`src/rtl/hzsb_pkg.sv`:
```
// Package: shared helpers for the write-pending hazard scoreboard.
// Assumes register numbers are either binary or one-hot across the file.
package hzsb_pkg;

    // Width of a register number: one bit per register when one-hot,
    // otherwise enough binary bits to name every register.
    function automatic int id_width(input int num_regs, input bit onehot);
        if (onehot)
            return num_regs;
        else if (num_regs <= 2)
            return 1;
        else
            return $clog2(num_regs);
    endfunction

endpackage

```
`src/rtl/hzsb_id_decode.sv`:
```
// Module: turns one register number into a register mask, gated by an
// enable. Assumes a binary number beyond the file size selects nothing.
module hzsb_id_decode #(
    parameter int NUM_REGS   = 32,
    parameter bit ONEHOT_IDS = 1'b0,
    parameter int IDW        = hzsb_pkg::id_width(NUM_REGS, ONEHOT_IDS)
) (
    input  logic [IDW-1:0]      id,
    input  logic                en,
    output logic [NUM_REGS-1:0] mask
);

    generate
        if (ONEHOT_IDS) begin : g_onehot
            // Purpose: pass an already one-hot number through when enabled.
            always_comb begin
                mask = en ? NUM_REGS'(id) : '0;
            end
        end else begin : g_binary
            // Purpose: shift a single 1 left by the binary number.
            always_comb begin
                mask = en ? (NUM_REGS'(1) << id) : '0;
            end
        end
    endgenerate

endmodule

```
`src/rtl/hzsb_merge.sv`:
```
// Module: OR-reduces several register masks into one so that no port's
// request is lost. Assumes the masks are packed port 0 in the low slice.
module hzsb_merge #(
    parameter int NUM_REGS = 32,
    parameter int N_PORTS  = 2
) (
    input  logic [N_PORTS*NUM_REGS-1:0] masks,
    output logic [NUM_REGS-1:0]         merged
);

    // Purpose: fold each port's mask into the combined mask.
    always_comb begin
        merged = '0;
        for (int p = 0; p < N_PORTS; p++) begin
            merged = merged | masks[p*NUM_REGS +: NUM_REGS];
        end
    end

endmodule

```
`src/rtl/hzsb_pending_vec.sv`:
```
// Module: the pending-write bit vector. Assumes set and clear masks are
// already merged across ports; a set beats a clear on the same bit.
module hzsb_pending_vec #(
    parameter int NUM_REGS = 32
) (
    input  logic                clk,
    input  logic                rst_n,
    input  logic [NUM_REGS-1:0] set_mask,
    input  logic [NUM_REGS-1:0] clr_mask,
    output logic [NUM_REGS-1:0] pending
);

    logic [NUM_REGS-1:0] pend_q;

    // Purpose: clear written-back bits, then raise newly issued ones.
    always_ff @(posedge clk) begin
        if (!rst_n)
            pend_q <= '0;
        else
            pend_q <= (pend_q & ~clr_mask) | set_mask;
    end

    assign pending = pend_q;

endmodule

```
`src/rtl/hzsb_read_check.sv`:
```
// Module: read-after-write check for one consumer. Assumes the consumer
// holds rd_req high while it waits and drops it between instructions.
// After a clean start (busy, no hazard) the check is switched off.
module hzsb_read_check #(
    parameter int NUM_REGS = 32
) (
    input  logic                clk,
    input  logic                rst_n,
    input  logic                req,
    input  logic                busy,
    input  logic [NUM_REGS-1:0] src_mask,
    input  logic [NUM_REGS-1:0] pending,
    output logic                haz,
    output logic                ok
);

    logic settled_q;
    logic [NUM_REGS-1:0] chk_mask;

    // Purpose: drop the check mask once this consumer has started cleanly.
    always_comb begin
        chk_mask = (req && !settled_q) ? src_mask : '0;
        haz      = |(pending & chk_mask);
        ok       = req && !haz;
    end

    // Purpose: remember a clean start until the request is withdrawn.
    always_ff @(posedge clk) begin
        if (!rst_n)
            settled_q <= 1'b0;
        else if (!req)
            settled_q <= 1'b0;
        else if (busy && !haz)
            settled_q <= 1'b1;
    end

endmodule

```
`src/rtl/hzsb_scoreboard.sv`:
```
// Module: top of the write-pending hazard scoreboard. Assumes a single
// issuing instruction stream; issue logic must hold an instruction while
// waw_any is high and keep its decode valid so the check keeps running.
module hzsb_scoreboard #(
    parameter int NUM_REGS   = 32,
    parameter bit ONEHOT_IDS = 1'b0,
    parameter int N_ISSUE    = 2,
    parameter int N_WB       = 2,
    parameter int N_RD       = 3,
    localparam int IDW       = hzsb_pkg::id_width(NUM_REGS, ONEHOT_IDS)
) (
    input  logic                   clk,
    input  logic                   rst_n,
    input  logic [N_ISSUE-1:0]     iss_valid,
    input  logic [N_ISSUE-1:0]     iss_fire,
    input  logic [N_ISSUE*IDW-1:0] iss_dst,
    input  logic [N_WB-1:0]        wb_en,
    input  logic [N_WB*IDW-1:0]    wb_dst,
    input  logic [N_RD-1:0]        rd_req,
    input  logic [N_RD-1:0]        rd_busy,
    input  logic [N_RD*IDW-1:0]    rd_src,
    output logic [N_RD-1:0]        rd_haz,
    output logic [N_RD-1:0]        rd_ok,
    output logic [N_ISSUE-1:0]     waw_haz,
    output logic                   waw_any,
    output logic [NUM_REGS-1:0]    pending
);

    localparam int ISS_BITS = N_ISSUE * NUM_REGS;
    localparam int WB_BITS  = N_WB * NUM_REGS;

    logic [ISS_BITS-1:0] dst_masks;
    logic [ISS_BITS-1:0] set_reqs;
    logic [WB_BITS-1:0]  wb_masks;
    logic [NUM_REGS-1:0] set_merged;
    logic [NUM_REGS-1:0] set_q;
    logic [NUM_REGS-1:0] clr_mask;

    // Issue side: destination masks, write-after-write checks, set requests.
    generate
        for (genvar p = 0; p < N_ISSUE; p++) begin : g_iss
            hzsb_id_decode #(
                .NUM_REGS  (NUM_REGS),
                .ONEHOT_IDS(ONEHOT_IDS),
                .IDW       (IDW)
            ) u_dec (
                .id  (iss_dst[p*IDW +: IDW]),
                .en  (iss_valid[p]),
                .mask(dst_masks[p*NUM_REGS +: NUM_REGS])
            );

            // Purpose: flag overlap of this destination with pending writes.
            always_comb begin
                waw_haz[p] = |(dst_masks[p*NUM_REGS +: NUM_REGS] & pending);
            end

            // Purpose: only a fired instruction requests a pending set.
            always_comb begin
                set_reqs[p*NUM_REGS +: NUM_REGS] =
                    iss_fire[p] ? dst_masks[p*NUM_REGS +: NUM_REGS] : '0;
            end
        end
    endgenerate

    // Write-back side: one clear mask per port.
    generate
        for (genvar w = 0; w < N_WB; w++) begin : g_wb
            hzsb_id_decode #(
                .NUM_REGS  (NUM_REGS),
                .ONEHOT_IDS(ONEHOT_IDS),
                .IDW       (IDW)
            ) u_dec (
                .id  (wb_dst[w*IDW +: IDW]),
                .en  (wb_en[w]),
                .mask(wb_masks[w*NUM_REGS +: NUM_REGS])
            );
        end
    endgenerate

    hzsb_merge #(.NUM_REGS(NUM_REGS), .N_PORTS(N_ISSUE)) u_set_merge (
        .masks (set_reqs),
        .merged(set_merged)
    );

    hzsb_merge #(.NUM_REGS(NUM_REGS), .N_PORTS(N_WB)) u_clr_merge (
        .masks (wb_masks),
        .merged(clr_mask)
    );

    // Purpose: delay the set by one clock so an instruction never sees itself.
    always_ff @(posedge clk) begin
        if (!rst_n)
            set_q <= '0;
        else
            set_q <= set_merged;
    end

    hzsb_pending_vec #(.NUM_REGS(NUM_REGS)) u_vec (
        .clk     (clk),
        .rst_n   (rst_n),
        .set_mask(set_q),
        .clr_mask(clr_mask),
        .pending (pending)
    );

    // Read-check side: one checker per consumer.
    generate
        for (genvar r = 0; r < N_RD; r++) begin : g_rd
            logic [NUM_REGS-1:0] src_mask;

            hzsb_id_decode #(
                .NUM_REGS  (NUM_REGS),
                .ONEHOT_IDS(ONEHOT_IDS),
                .IDW       (IDW)
            ) u_dec (
                .id  (rd_src[r*IDW +: IDW]),
                .en  (rd_req[r]),
                .mask(src_mask)
            );

            hzsb_read_check #(.NUM_REGS(NUM_REGS)) u_chk (
                .clk     (clk),
                .rst_n   (rst_n),
                .req     (rd_req[r]),
                .busy    (rd_busy[r]),
                .src_mask(src_mask),
                .pending (pending),
                .haz     (rd_haz[r]),
                .ok      (rd_ok[r])
            );
        end
    endgenerate

    // Purpose: any requester's hazard holds the whole issue stage.
    always_comb begin
        waw_any = |waw_haz;
    end

endmodule

```
`config.mk`:
```
export PLATFORM = sky130hd
export DESIGN_NAME = hzsb_scoreboard
export DESIGN_NICKNAME = d
export VERILOG_FILES = /design/src/rtl/hzsb_pkg.sv /design/src/rtl/hzsb_id_decode.sv /design/src/rtl/hzsb_merge.sv /design/src/rtl/hzsb_pending_vec.sv /design/src/rtl/hzsb_read_check.sv /design/src/rtl/hzsb_scoreboard.sv
export SDC_FILE = /design/constraint.sdc
export NUM_CORES = 1
export LEC_CHECK = 0
export ABC_CLOCK_PERIOD_IN_PS = 5000
export BUFFER_PORTS_ARGS = -buffer_cell sky130_fd_sc_hd__buf_2
export CAP_MARGIN = 20
export CORE_MARGIN = 8
export CORE_UTILIZATION = 35
export CTS_BUF_LIST = sky130_fd_sc_hd__clkbuf_4 sky130_fd_sc_hd__clkbuf_8
export DETAILED_ROUTE_END_ITERATION = 8
export PLACE_DENSITY_LB_ADDON = 0.25
export SYNTH_ARGS = -nofsm -noshare
export SYNTH_HDL_FRONTEND = slang
export SYNTH_HIERARCHICAL = 1
export SYNTH_SLANG_ARGS = --single-unit
```
`constraint.sdc`:
```
create_clock -name clk -period 5 [get_ports clk]
set_input_delay 0.75 -clock clk [delete_from_list [all_inputs] [get_ports clk]]
set_output_delay 0.75 -clock clk [all_outputs]
set_load 0.03 [all_outputs]
```
# Word level (Yosys, flattened, before mapping)
# Cells that the tools add are included.
# op_classes
n_mul	0
n_lt_le_gt_ge	0
n_reduce_logical	24
n_addsub	0
n_eq_ne	0
bitwise	10
shift	7
n_div	0
muxes	12
# op_table
op	n
$mux W32	12
$shl A1 B5 Y32 const A	7
$and A32 B32 Y32	6
$reduce_or A32 Y1	5
$or A32 B32 Y32	3
$reduce_or A64 Y1	1
$not A32 Y32	1
$logic_and A1 B1 Y1	9
$logic_not A1 Y1	6
$reduce_and A2 Y1	3
# word_totals
ram_bits	0
memories	0
latch_bits	0
mem_bits_ro	0
output_inout_bits	41
in_bits	49
word_cells	58
ff_bits	67

# Depth between registers and ports, before layout
# logic_depth
ltp_word	7
mapped_depth	7
depth_no_buf	6

# Hierarchy
# The synthesis kept the hierarchy.
# modules_own_cells
module	area_each_um2	instances	cells_each	seq_area_each_um2
hzsb_id_decode	234.0	7	47	0.0
hzsb_scoreboard	1595.3	1	180	640.6
hzsb_pending_vec	1114.8	1	99	640.6
hzsb_read_check	203.9	3	27	20.0
hzsb_merge	200.2	2	32	0.0

# Worst setup path after synthesis
# No wires, ideal clock.
# synth_timing
path_type	in2out
startpoint	input iss_dst[2]
endpoint	output waw_any
path_buffers	1
required_ns	4.250
arrival_ns	2.488
path_slack_ns	1.762
cell_stages	7
path_cell_list	nand2b_1 -> clkbuf_1 -> nor2_1 -> a22oi_1 -> nand4_1 -> or4_1 -> or2_1
# synth_via
elab_chain_cells	4
# synth_lines
element	line	text
start, declared	hzsb_scoreboard.sv:16	input logic [N_ISSUE*IDW-1:0] iss_dst,
$shl A1 B5 Y32	hzsb_id_decode.sv:22	mask = en ? (NUM_REGS'(1) << id) : '0;
$mux W32	hzsb_id_decode.sv:22	
via dst_masks[18]	hzsb_scoreboard.sv:32	logic [ISS_BITS-1:0] dst_masks;
$and A32 B32 Y32	hzsb_scoreboard.sv:54	waw_haz[p] = |(dst_masks[p*NUM_REGS +: NUM_REGS] & pending);
$reduce_or A64 Y1	hzsb_scoreboard.sv:136	waw_any = |waw_haz;
end, declared	hzsb_scoreboard.sv:25	output logic waw_any,
# The timed path passes the listed nets, and every way through them passes these cells.

# Worst setup path after layout
# layout_timing
startpoint	input iss_dst[9]
endpoint	output waw_any
# Same word-level chain as after synthesis.

==> results.json <==
{
  "dieArea_mm2": 0.0195,
  "startpoint": "iss_dst[9]",
  "vias_per_cell": 5.57,
  "worst_pin_slew_ns": 0.575,
  "numCtsBuffers": 9,
  "skew_ns": 0.0100,
  "synth_warnings": 6,
  "grt_use_met3_pct": 3.32,
  "drv_slew": 0,
  "worstSetupPathType": "input port to primary output",
  "diodes": 0,
  "fin_cells": 1014,
  "yosysSeqAreaShare_pct": 25.0,
  "cp-end-kind": "primary output",
  "p_per_area_mw_per_mm2": 181,
  "cts_max_path_buffers": 2,
  "fp.dieH_um": 140,
  "reg2reg_depth": 4,
  "cp.arrival_ns": 2.62,
  "ctsHoldBuffers": 0,
  "min_to": "u_vec/pending[20]",
  "grt.total_usage_pct": 20.6,
  "maxCapViolations": 0,
  "relSlewSlack_pct": 61.6,
  "synth-edff-count": 0,
  "ys.flop_type": "dfxtp_1",
  "cts_setup_buffers": 0,
  "gp_congestion": 0.985,
  "min_period_over_period_pct": 67.5,
  "avgSynthCellArea_um2": 7.12,
  "grt_max_degree": 68,
  "synth.net_count": 802,
  "dpl_cell_area_mm2": 0.00589,
  "outcome": "finished clean",
  "wl_per_cell_um": 20.2,
  "synth_common_cells": "227 x nor2_1, 99 x and2_1, 79 x a22oi_1",
  "cp.required_ns": 4.25,
  "clk_latency_ns": 0.34,
  "drive_gt1_share_pct": 14.8,
  "synth_top_area_share_pct": 25.0,
  "ff2ff_setup_slack_ns": 3.46,
  "antenna_found_initial": 0,
  "grt.met1_usage_pct": 28.9,
  "rsz0062_at_grt": "false",
  "start_util_pct": 35.5,
  "layout.nets": 870,
  "numPlacedInstances": 997,
  "hold_viol_final": 0,
  "ant_nets": 0,
  "drt_wl_total_um": 20500,
  "min_path_type": "register to register",
  "fmax_mhz": 296,
  "synth.largest_area_cell": "dfxtp_1",
  "syn_to_final_growth_pct": 13.5,
  "synth.distinct_cells": 22,
  "fp.dieW_um": 140,
  "root_buffer": "clkbuf_8",
  "overflow": 0,
  "drtIter0Drc": 833,
  "crit_fanout": 8,
  "busiest_layer": "met2",
  "yosysMostFrequentCell": "nor2_1",
  "synth.top_cells.by_area": "dfxtp_1 25%, nor2_1 16%, and2_1 12%, a22oi_1 11%, or2_1 7.6%",
  "whs_path_depth": 1,
  "tns_ns": 0,
  "ys_async_sr_fraction_pct": 0,
  "first_pass_iters": 5,
  "synth_seq_cells": 67,
  "irDropWorstVdd_uv": 125,
  "clkSinkCount": 67,
  "fin_area_mm2": 0.00608,
  "grt_pass1_wl_um": 30900,
  "cts.clk_slew.worst_paths_ns": 0.07,
  "routed-via-count": 5648,
  "num_rows": 45,
  "hpwl_um": 15000,
  "min-delay-start": "set_q[20]",
  "leakage_nw": 2.49,
  "reg2reg_from": "u_vec/pending[21]",
  "finalSetupViolCount": 0,
  "grt_use_met2_pct": 31.3,
  "pin_count": 90,
  "port_buffers": 89,
  "period_needed_ns": 3.37,
  "critPathLaunchType": "input port",
  "grt_pass1_vias": 5252,
  "syn_area_mm2": 0.00536,
  "h-tree-depth": 3,
  "r2r_end": "g_rd[1].u_chk/settled_q",
  "core_area_mm2": 0.0151,
  "synthCells": 753,
  "tritoncts": "built",
  "drcViolationCount": 0,
  "ctsResizeCount": 0
}
-- metrics by stage --
stage / hold WS, ns / setup WS (ns) / utilization (%) / power (mW)
3_5_place_dp: 0.426 / 1.69 / 39.1 / 0.714
6_report: 0.429 / 1.63 / 40.3 / 1.10
4_1_cts: 0.432 / 1.66 / 40.2 / 1.11
5_1_grt: 0.449 / 1.56 / 40.3 / 1.16
3_3_place_gp: 0.421 / 1.72 / 39.1 / 0.713
2_1_floorplan: 0.418 / 1.76 / - / 0.648
-- routing by layer --
metal	share of wire (%)	up-vias	routed length, um
met5	0	-	0
met4	2.2	0	457
met3	8.0	30	1640
met2	43	283	8800
met1	47	2600	9590
li1	-	2735	-
-- sequential cells by signal, summed over array words and instances (netlist names) --
register	flops
g_rd.u_chk/settled_q	3
set_q	32
u_vec/pending	32
-- kinds of logic (layout without fill, tap and decap cells) --
family | Yosys count | count (layout) | synth area share (%)
flip-flops | 67 | 67 | 25.0
AND/OR/NAND/NOR | 532 | 532 | 55.2
AO/OA/AOI/OAI | 118 | 118 | 16.8
buffers and inverters | 36 | 109 | 2.94
-- worst max-delay path, cell delays in order --
cell and delay, ns:
buf_2 0.10, nand2b_1 0.33, nor2_1 0.10, a22oi_1 0.22, nand4_1 0.15, or4_4 0.56, or2_1 0.24, buf_2 0.18
-- worst max-delay path by stage --
| stage | endpoint | slack [ns] | cells past startpoint |
|---|---|---|---|
| floorplan | waw_any | 1.76 | 7 |
| global placement | waw_any | 1.72 | 8 |
| detailed placement | waw_any | 1.69 | 8 |
| CTS | waw_any | 1.66 | 8 |
| global route | waw_any | 1.56 | 8 |
| finish | waw_any | 1.63 | 8 |
-- final cells by class --
class                           count  area (um^2)
Inverter                            3         11.3
Clock buffer                       11          139
Fill cell                        1627         9010
Timing Repair Buffer               90          465
Multi-Input combinational cell    650         3860
Tap cell                          188          235
Clock inverter                      5         30.0
Sequential cell                    67         1340
-- layout by cell type (no fill, tap or decap), drive strengths merged, types with 7 or more instances in the layout --
| cell | synthesis | layout |
|---|---|---|
| a22oi | 80 | 80 |
| and2 | 99 | 99 |
| buf | 3 | 90 |
| clkbuf | 30 | 11 |
| dfxtp | 67 | 67 |
| nand2 | 7 | 7 |
| nand2b | 14 | 14 |
| nand4 | 27 | 27 |
| nand4b | 21 | 21 |
| nand4bb | 21 | 21 |
| nor2 | 227 | 227 |
| nor2b | 35 | 35 |
| o21a | 32 | 32 |
| or2 | 72 | 72 |
| or4b | 7 | 7 |
-- power breakdown --
| part | switching [mW] | internal [mW] | total, mW |
|---|---|---|---|
| clock network | 0.206 | 0.188 | 0.395 |
| registers | 0.00869 | 0.538 | 0.547 |
| logic | 0.106 | 0.0535 | 0.160 |
| total | 0.322 | 0.780 | 1.10 |
(Power assumes the default switching activity.)
